$ cat src/rtl/slot_arb_pkg.sv
package slot_arb_pkg;
  localparam logic [2:0] MECH_TIMED = 3'b100;

  typedef struct packed {
    logic wrShadow;
    logic loadActive;
    logic advPhase;
    logic clrPhase;
  } dpStrobe_t;
endpackage

$ cat src/rtl/slot_arb_dp.sv
module slot_arb_dp
  import slot_arb_pkg::*;
#(
  parameter int PHASES  = 128,
  parameter int ENTRY_W = 4,
  parameter int WORD_W  = 32,
  parameter int PHASE_W = $clog2(PHASES),
  parameter int PER_WORD = WORD_W / ENTRY_W,
  parameter int WORDS   = PHASES / PER_WORD,
  parameter int ADDR_W  = $clog2(WORDS)
) (
  input  logic               clk,
  input  logic               rstN,
  input  dpStrobe_t          strb,
  input  logic [ADDR_W-1:0]  wrAddr,
  input  logic [WORD_W-1:0]  wrData,
  output logic [PHASE_W-1:0] phase,
  output logic [ENTRY_W-1:0] owner
);
  localparam int SLOT_W = $clog2(PER_WORD);

  logic [WORD_W-1:0] shadowTbl [WORDS];
  logic [WORD_W-1:0] activeTbl [WORDS];
  logic [WORD_W-1:0] curWord;
  logic [ADDR_W-1:0] wordSel;
  logic [SLOT_W-1:0] slotSel;

  // Commit reads the shadow before any same-edge write lands.
  always_ff @(posedge clk) begin
    if (!rstN) begin
      for (int i = 0; i < WORDS; i++) begin
        shadowTbl[i] <= '0;
        activeTbl[i] <= '0;
      end
    end else begin
      if (strb.loadActive) begin
        for (int i = 0; i < WORDS; i++) activeTbl[i] <= shadowTbl[i];
      end
      if (strb.wrShadow) shadowTbl[wrAddr] <= wrData;
    end
  end

  always_ff @(posedge clk) begin
    if (!rstN || strb.clrPhase) phase <= '0;
    else if (strb.advPhase)
      phase <= (phase == PHASE_W'(PHASES - 1)) ? '0 : phase + 1'b1;
  end

  assign wordSel = phase[PHASE_W-1:SLOT_W];
  assign slotSel = phase[SLOT_W-1:0];
  assign curWord = activeTbl[wordSel];
  assign owner   = curWord[int'(slotSel)*ENTRY_W +: ENTRY_W];

  // wrap from the last phase back to zero
  p_phase_wrap_r3: assert property (@(posedge clk) disable iff (!rstN)
    (strb.advPhase && !strb.clrPhase && phase == PHASE_W'(PHASES - 1)) |=> (phase == '0));

  // an ordinary tick adds exactly one
  p_phase_step_r3: assert property (@(posedge clk) disable iff (!rstN)
    (strb.advPhase && !strb.clrPhase && phase != PHASE_W'(PHASES - 1))
      |=> (phase == $past(phase) + 1'b1));
endmodule

$ cat src/rtl/slot_arb_ctrl.sv
module slot_arb_ctrl
  import slot_arb_pkg::*;
#(
  parameter int NUM_PORTS = 8,
  parameter int ENTRY_W   = 4
) (
  input  logic                 clk,
  input  logic                 rstN,
  input  logic [NUM_PORTS-1:0] req,
  input  logic                 busBusy,
  input  logic                 phaseTick,
  input  logic                 arbEnable,
  input  logic [2:0]           mechSel,
  input  logic                 aggressive,
  input  logic                 cfgWrEn,
  input  logic                 commit,
  input  logic [ENTRY_W-1:0]   owner,
  output dpStrobe_t            strb,
  output logic [NUM_PORTS-1:0] grant,
  output logic                 forceOff,
  output logic                 pending
);
  localparam int PORT_W = (NUM_PORTS > 1) ? $clog2(NUM_PORTS) : 1;

  logic                 modeOn;
  logic                 ownerOk;
  logic                 ownerReq;
  logic                 holding;
  logic                 preemptNow;
  logic [NUM_PORTS-1:0] cand;
  logic [NUM_PORTS-1:0] grantNxt;
  logic [PORT_W-1:0]    ownerIdx;

  assign modeOn = arbEnable && (mechSel == MECH_TIMED);

  always_comb begin
    strb            = '0;
    strb.wrShadow   = cfgWrEn;
    strb.loadActive = commit;
    strb.advPhase   = modeOn && phaseTick;
    strb.clrPhase   = !modeOn;
  end

  assign ownerIdx = PORT_W'(owner);
  assign ownerOk  = int'(owner) < NUM_PORTS;
  assign ownerReq = ownerOk && req[ownerIdx];

  for (genvar g = 0; g < NUM_PORTS; g++) begin : g_cand
    assign cand[g] = ownerReq && (int'(owner) == g);
  end

  assign holding    = (|grant) && busBusy;
  assign preemptNow = modeOn && aggressive && phaseTick && holding;

  always_comb begin
    if (!modeOn || preemptNow) grantNxt = '0;
    else if (holding)          grantNxt = grant;
    else                       grantNxt = cand;
  end

  always_ff @(posedge clk) begin
    if (!rstN) begin
      grant    <= '0;
      forceOff <= 1'b0;
      pending  <= 1'b0;
    end else begin
      grant    <= grantNxt;
      forceOff <= preemptNow;
      if (cfgWrEn)     pending <= 1'b1;
      else if (commit) pending <= 1'b0;
    end
  end

  // at most one grant
  p_grant_onehot_r11: assert property (@(posedge clk) disable iff (!rstN)
    $onehot0(grant));

  // inactive arbiter grants nobody
  p_idle_nogrant_r2: assert property (@(posedge clk) disable iff (!rstN)
    !modeOn |=> (grant == '0));

  // normal-mode hold while the transfer runs
  p_hold_normal_r9: assert property (@(posedge clk) disable iff (!rstN)
    (modeOn && !aggressive && (|grant) && busBusy) |=> $stable(grant));

  // aggressive preemption drops the grant and pulses forceOff
  p_preempt_r10: assert property (@(posedge clk) disable iff (!rstN)
    (modeOn && aggressive && phaseTick && (|grant) && busBusy)
      |=> (grant == '0 && forceOff));

  // any write leaves the table marked as pending
  p_write_pending_r6: assert property (@(posedge clk) disable iff (!rstN)
    cfgWrEn |=> pending);

  // a commit without a write clears the pending flag
  p_commit_clear_r6: assert property (@(posedge clk) disable iff (!rstN)
    (commit && !cfgWrEn) |=> !pending);
endmodule

$ cat src/rtl/slot_arbiter.sv
module slot_arbiter
  import slot_arb_pkg::*;
#(
  parameter int NUM_PORTS = 8,
  parameter int PHASES    = 128,
  parameter int ENTRY_W   = 4,
  parameter int WORD_W    = 32,
  parameter int PHASE_W   = $clog2(PHASES),
  parameter int ADDR_W    = $clog2(PHASES / (WORD_W / ENTRY_W))
) (
  input  logic                 clk,
  input  logic                 rstN,
  input  logic [NUM_PORTS-1:0] req,
  input  logic                 busBusy,
  input  logic                 phaseTick,
  input  logic                 arbEnable,
  input  logic [2:0]           mechSel,
  input  logic                 aggressive,
  input  logic                 cfgWrEn,
  input  logic [ADDR_W-1:0]    cfgWrAddr,
  input  logic [WORD_W-1:0]    cfgWrData,
  input  logic                 commit,
  output logic [NUM_PORTS-1:0] grant,
  output logic                 forceOff,
  output logic                 pending,
  output logic [PHASE_W-1:0]   phase
);
  dpStrobe_t          strb;
  logic [ENTRY_W-1:0] owner;

  slot_arb_ctrl #(
    .NUM_PORTS(NUM_PORTS),
    .ENTRY_W  (ENTRY_W)
  ) u_ctrl (
    .clk       (clk),
    .rstN      (rstN),
    .req       (req),
    .busBusy   (busBusy),
    .phaseTick (phaseTick),
    .arbEnable (arbEnable),
    .mechSel   (mechSel),
    .aggressive(aggressive),
    .cfgWrEn   (cfgWrEn),
    .commit    (commit),
    .owner     (owner),
    .strb      (strb),
    .grant     (grant),
    .forceOff  (forceOff),
    .pending   (pending)
  );

  slot_arb_dp #(
    .PHASES (PHASES),
    .ENTRY_W(ENTRY_W),
    .WORD_W (WORD_W)
  ) u_dp (
    .clk   (clk),
    .rstN  (rstN),
    .strb  (strb),
    .wrAddr(cfgWrAddr),
    .wrData(cfgWrData),
    .phase (phase),
    .owner (owner)
  );
endmodule

$ cat config.mk
export PLATFORM = sky130hd
export DESIGN_NAME = slot_arbiter
export DESIGN_NICKNAME = d
export VERILOG_FILES = /design/src/rtl/slot_arb_pkg.sv /design/src/rtl/slot_arb_dp.sv /design/src/rtl/slot_arb_ctrl.sv /design/src/rtl/slot_arbiter.sv
export SDC_FILE = /design/constraint.sdc
export NUM_CORES = 1
export LEC_CHECK = 0
export CAP_MARGIN = 20
export CORE_MARGIN = 2
export CORE_UTILIZATION = 44
export DETAILED_ROUTE_END_ITERATION = 10
export PLACE_DENSITY_LB_ADDON = 0.12
export SLEW_MARGIN = 15
export SYNTH_ARGS = -nofsm -noshare
export SYNTH_HDL_FRONTEND = slang
export SYNTH_SLANG_ARGS = --single-unit
$ cat constraint.sdc
create_clock -name clk -period 19.08 [get_ports clk]
set_clock_uncertainty 0.1 [all_clocks]
set_input_delay 4.77 -clock clk [delete_from_list [all_inputs] [get_ports clk]]
set_output_delay 4.77 -clock clk [all_outputs]
set_load 0.02 [all_outputs]
==> Word-level counts from Yosys, hierarchy flattened <==
Memories as Yosys holds them, arrays and structs flattened. A register that Yosys moved wholly into a read port is not among the register bits.
Index checks and enable logic that the tools add are counted.
{ "op_classes": {"shifts": 1, "n_eq_ne": 9, "bitwise_logic": 17, "n_mux": 33, "add_sub_neg": 1, "n_reduce_logical": 24, "order_cmp": 2} }
{ "op_table": {"columns": ["operator", "count"], "rows": [
  ["32-bit 2-to-1 mux", 17],
  ["32-bit OR reduction", 1],
  ["32-bit by 6-bit variable part select with 4-bit output", 1],
  ["4-bit equality test (second input constant)", 4],
  ["1-bit bitwise OR", 16],
  ["1-bit logical AND", 15],
  ["4-bit 2-to-1 mux", 3],
  ["1-bit 2-to-1 mux", 11],
  ["4-bit by 3-bit equality test with 1-bit output (second input constant)", 2],
  ["8-bit OR reduction", 1],
  ["7-bit by 1-bit adder with 7-bit output (second input constant)", 1],
  ["7-bit equality test (second input constant)", 1],
  ["7-bit 2-to-1 mux", 1],
  ["4-bit by 2-bit equality test with 1-bit output (second input constant)", 1],
  ["4-bit logical NOT", 1],
  ["3-bit by 4-bit less-than comparator with 1-bit output (second input constant)", 1],
  ["4-bit less-than comparator (second input constant)", 1],
  ["1-bit binary-select mux with 3-bit select", 1],
  ["3-bit equality test (second input constant)", 1],
  ["1-bit logical NOT", 2],
  ["1-bit logical OR", 2],
  ["2-bit nonzero test", 1],
  ["2-bit OR reduction", 1],
  ["1-bit inverter", 1]
]} }
{ "totals": {"n_memories": 2, "ramBits": 1024, "input_bits": 55, "word_cells": 93, "out_inout_bits": 17, "register_bits": 17} }
{ "mem_list": {"columns": ["memory", "depth", "width", "rd", "rd_ports_with_merged_regs", "write_ports", "line", "rtl"], "rows": [
  ["u_dp.activeTbl", 16, 32, 1, 1, 16, "slot_arb_dp.sv:23", "logic [WORD_W-1:0] activeTbl [WORDS];"],
  ["u_dp.shadowTbl", 16, 32, 16, 0, 16, "slot_arb_dp.sv:22", "logic [WORD_W-1:0] shadowTbl [WORDS];"]
]} }

==> Logic depth before layout (Yosys ltp) <==
{ "depth": {"word_depth": 7, "ltp_mapped": 11, "ltp_nobuf": 7} }

==> Hierarchy <==
A second synthesis with hierarchy kept.
{ "unflattened": {"cells_unflattened": 2553, "area_unflattened_um2": 42904.9} }
{ "by_module_without_submodules": {"columns": ["module", "seq_area_each_um2", "cells_each", "area_each_um2", "n_inst"], "rows": [
  ["slot_arb_dp", 30969.7, 2509, 42381.9, 1],
  ["slot_arb_ctrl", 200.2, 44, 523.0, 1]
]} }

==> Worst setup path before layout <==
OpenSTA, ideal clock, no wires.
{ "synth_timing": {"kind": "input to register", "startpoint": "in commit", "endpoint": "mem u_dp.activeTbl[0][0] (enable)", "setup_slack_ps": 572, "t_arrival_ps": 17438, "path_buffers": 2, "cell_stages": 3, "setup_time_ps": 971, "required_time_ps": 18009, "path_cell_list": "clkbuf_1 -> clkbuf_1 -> nand2b_1"} }
{ "synth_rtl": {"columns": ["element", "line", "rtl"], "rows": [
  ["from (decl)", "slot_arbiter.sv:22", "input logic commit,"],
  ["to (decl)", "slot_arb_dp.sv:23", null]
]} }

==> metrics <==
outcome=completed; largest family of logic cells by synthesized area=simple AND/OR/NAND/NOR gates; share of post-route cells with drive strength above 1=approximately 13%; most frequent cell on the critical path=buf_4; Reg area=31200 um2; Die ar.=~100000 um2; Seq cells post-synth=~1000; core box area=approximately 97000 um2; Max Cap Viol=0; Hold WC Path Type=reg -> reg; Resized Gates After CTS=0; PwrDens=roughly 100 nW/um2; Reg clk slew, reported paths=~0.06 ns; # clock sinks=~1000; Compound-Gate Fraction of Synth Area=roughly 2.1%; CP Capture Type=flop; minimum clock period=8.36 ns; final hold violations=0; Root Buffer=clkbuf_16; post-synthesis xor/xnor area fraction=less than 1%; Cell Rows=approximately 110; Avg Cell Area, Syn=~16 um2; HPWL after DPL=around 66000 um; Slew @ Worst Pin=roughly 1.1 ns; Post-Route WL=roughly 120000 um; post-synthesis mux area share=6.79%; final setup vio count=0; Worst path top cell family by delay=buffers and inverters; GPL Wtd Cong=slightly below 0.8; Post-Synth Simple-Gate Area=between 15 and 20%; setup TNS=0 ns; Clock Path Buffers=3; Buf+Inv Stages, Crit Path=4; pre-CTS WS=roughly 10 ns; CTS tree=built; final instance area=~49000 um2; Post-synth EDFFs=~1000; vias per inst=between 5 and 6; type of origin of the critical path=primary input; antenna violations before repair=14; Initial Utilization=~45%; area of the multi-input gates=11300 um2; DP Area=around 45000 um2; Worst Min Path Start=u_ctrl.grant[7]; Crit. Startpoint=commit; first-pass GRT wire length=around 170000 um; Adder-Cell Fraction of Synth Area=less than 1%; Worst Path Required=19.26 ns; clk_lat worst skew=0.68 ns; Synth warnings=0; Vias=23600; die height=approximately 320 um; crit share post-route=between 40% and 50%; max-slew violations=0; IO Pins=72; total track usage=23.6%; Final #Nets=between 2000 and 3000; Antenna Nets Post-Route=0; critical path cell sequence=clkbuf_8 > nand2b_4 > buf_4 > buf_12 > buf_4; Post-Syn Instances=between 2000 and 3000; Mapped Nets=2797; port bufs=between 70 and 80; main flop type after synthesis=edfxtp_1; commonest non-fill, non-tap cell in the layout=edfxtp_1; fillers=roughly 8000; clock buffer count from CTS=109; area grow syn2layout=13.2%; Worst path slowest cell=buf_4; CTS Hold Bufs=0; Max stage delay on crit path=0.93 ns; H-tree Lvls=3; vias in the first global route=23700; WS Path Type=in -> reg; most frequent cells in the layout=1024 x edfxtp_1, 712 x and2_1, 324 x and3_1; post-synthesis sequential area ratio=72.2%; Post-Syn Area=approximately 43000 um2; Worst VDD drop=68.9 uV; DRT iter0 DRCs=2692; Slew HR=23.3%; largest net degree at the start of global routing=around 170; die extent in x=~320 um; synth unique cells=60; postcts setup bufs=0; async set-reset flop share out of synthesis=0%; CP Data Arrival Time=approximately 8.5 ns; TritonRoute pass-1 iters=5; Routed WL per cell=about 29 um; critical path peak fanout=167; max frequency=around 120 MHz; DRC viols=0; Leakage Power=~18 nW; worst setup margin=10.72 ns; RSZ-0062 raised after global routing=false; remaining global-route overflow=0
## through the flow
| step | cells | total power [mW] | util (%) | hold WS, ns |
|---|---|---|---|---|
| CTS | 4122 | 5.03 | 50.4 | 0.380 |
| finish | 4127 | 5.00 | 50.4 | 0.385 |
| global placement | 3909 | 2.98 | 46.6 | 0.362 |
| detailed placement | 3919 | 3.00 | 46.9 | 0.363 |
| global route | 4125 | 5.14 | 50.4 | 0.405 |
| floorplan | 2741 | 2.90 | - | 0.403 |
## cell usage after synthesis, types with 4 or more instances
cell type	number	area share [%]
mux4_2	101	5.3
mux2_2	9	0.23
inv_1	6	0.052
a32o_1	4	0.093
nor4_1	4	0.058
nor2b_1	15	0.22
edfxtp_1	1024	71
clkbuf_1	190	1.7
o2111ai_1	5	0.10
o21ai_1	4	0.046
nor3_1	11	0.13
and2_1	712	10
and3_1	324	4.7
nand2_1	30	0.26
a22oi_1	45	0.78
a221oi_1	4	0.081
nand3_1	9	0.10
a22o_1	4	0.081
a311oi_1	4	0.081
mux2i_1	53	1.2
dfxtp_1	21	0.97
a21oi_1	11	0.13
nand2b_1	12	0.17
nand4_1	9	0.13
nor2_1	39	0.34
buf_2	23	0.27
buf_6	7	0.18
o21ai_0	14	0.16
## layer usage
metal / global-route usage (%) / share of wire, % / wire [um]
met1: 34.2 / 44 / 51800
met2: 38.1 / 48 / 56100
met3: 3.03 / 6.1 / 7160
met4: 5.50 / 2.2 / 2590
met5: 0 / 0 / 0
## worst paths after layout
path / end / slack, ns / cells after the start
setup / recovery: u_dp.activeTbl[12][23] / 10.72 / 5
hold / removal: u_ctrl.grant[7] / 0.38 / 2
setup reg to reg: u_ctrl.grant[6] / 13.85 / 9
hold reg to reg: u_ctrl.grant[7] / 0.38 / 2
## sequential cells by signal (all words and copies together) (netlist names), named ones only
signal	flops
u_ctrl.forceOff	1
u_ctrl.grant	8
u_ctrl.pending	1
u_dp.activeTbl	512
u_dp.phase	7
u_dp.shadowTbl	512
## final cells by class
cell class                      instances  area share [%]
Clock buffer                          139            5.89
Clock inverter                         64            1.08
Timing Repair Buffer                  131            2.86
Antenna cell                            3          0.0153
Multi-Input combinational cell       1462            23.1
Inverter                                7          0.0537
Sequential cell                      1045            63.7
Tap cell                             1276            3.26
## worst register-to-register path, delay by kind of cell, from the launching register on
family	cells	cell delay (ns)
AO/OA/AOI/OAI	5	2.11
buffers and inverters	2	1.33
flip-flops	1	0.87
multiplexers	1	0.64
AND/OR/NAND/NOR	1	0.15
## logic make-up (layout without fill, tap and decap cells)
group,after synthesis,count (layout)
flip-flops,1045,1045
adder cells (fa/ha/maj),1,1
multiplexers,164,164
AND/OR/NAND/NOR,1171,1171
XOR/XNOR,4,4
AO/OA/AOI/OAI,122,122
buffers and inverters,234,341
other,0,3
## report_power, final
part / internal, mW / switching (mW) / total (mW)
sequential: 2.68 / 0.0358 / 2.71
clock: 1.17 / 0.876 / 2.05
combinational: 0.0760 / 0.159 / 0.235
total: 3.92 / 1.07 / 5.00
Note: power is estimated with default switching activity, not from simulation.
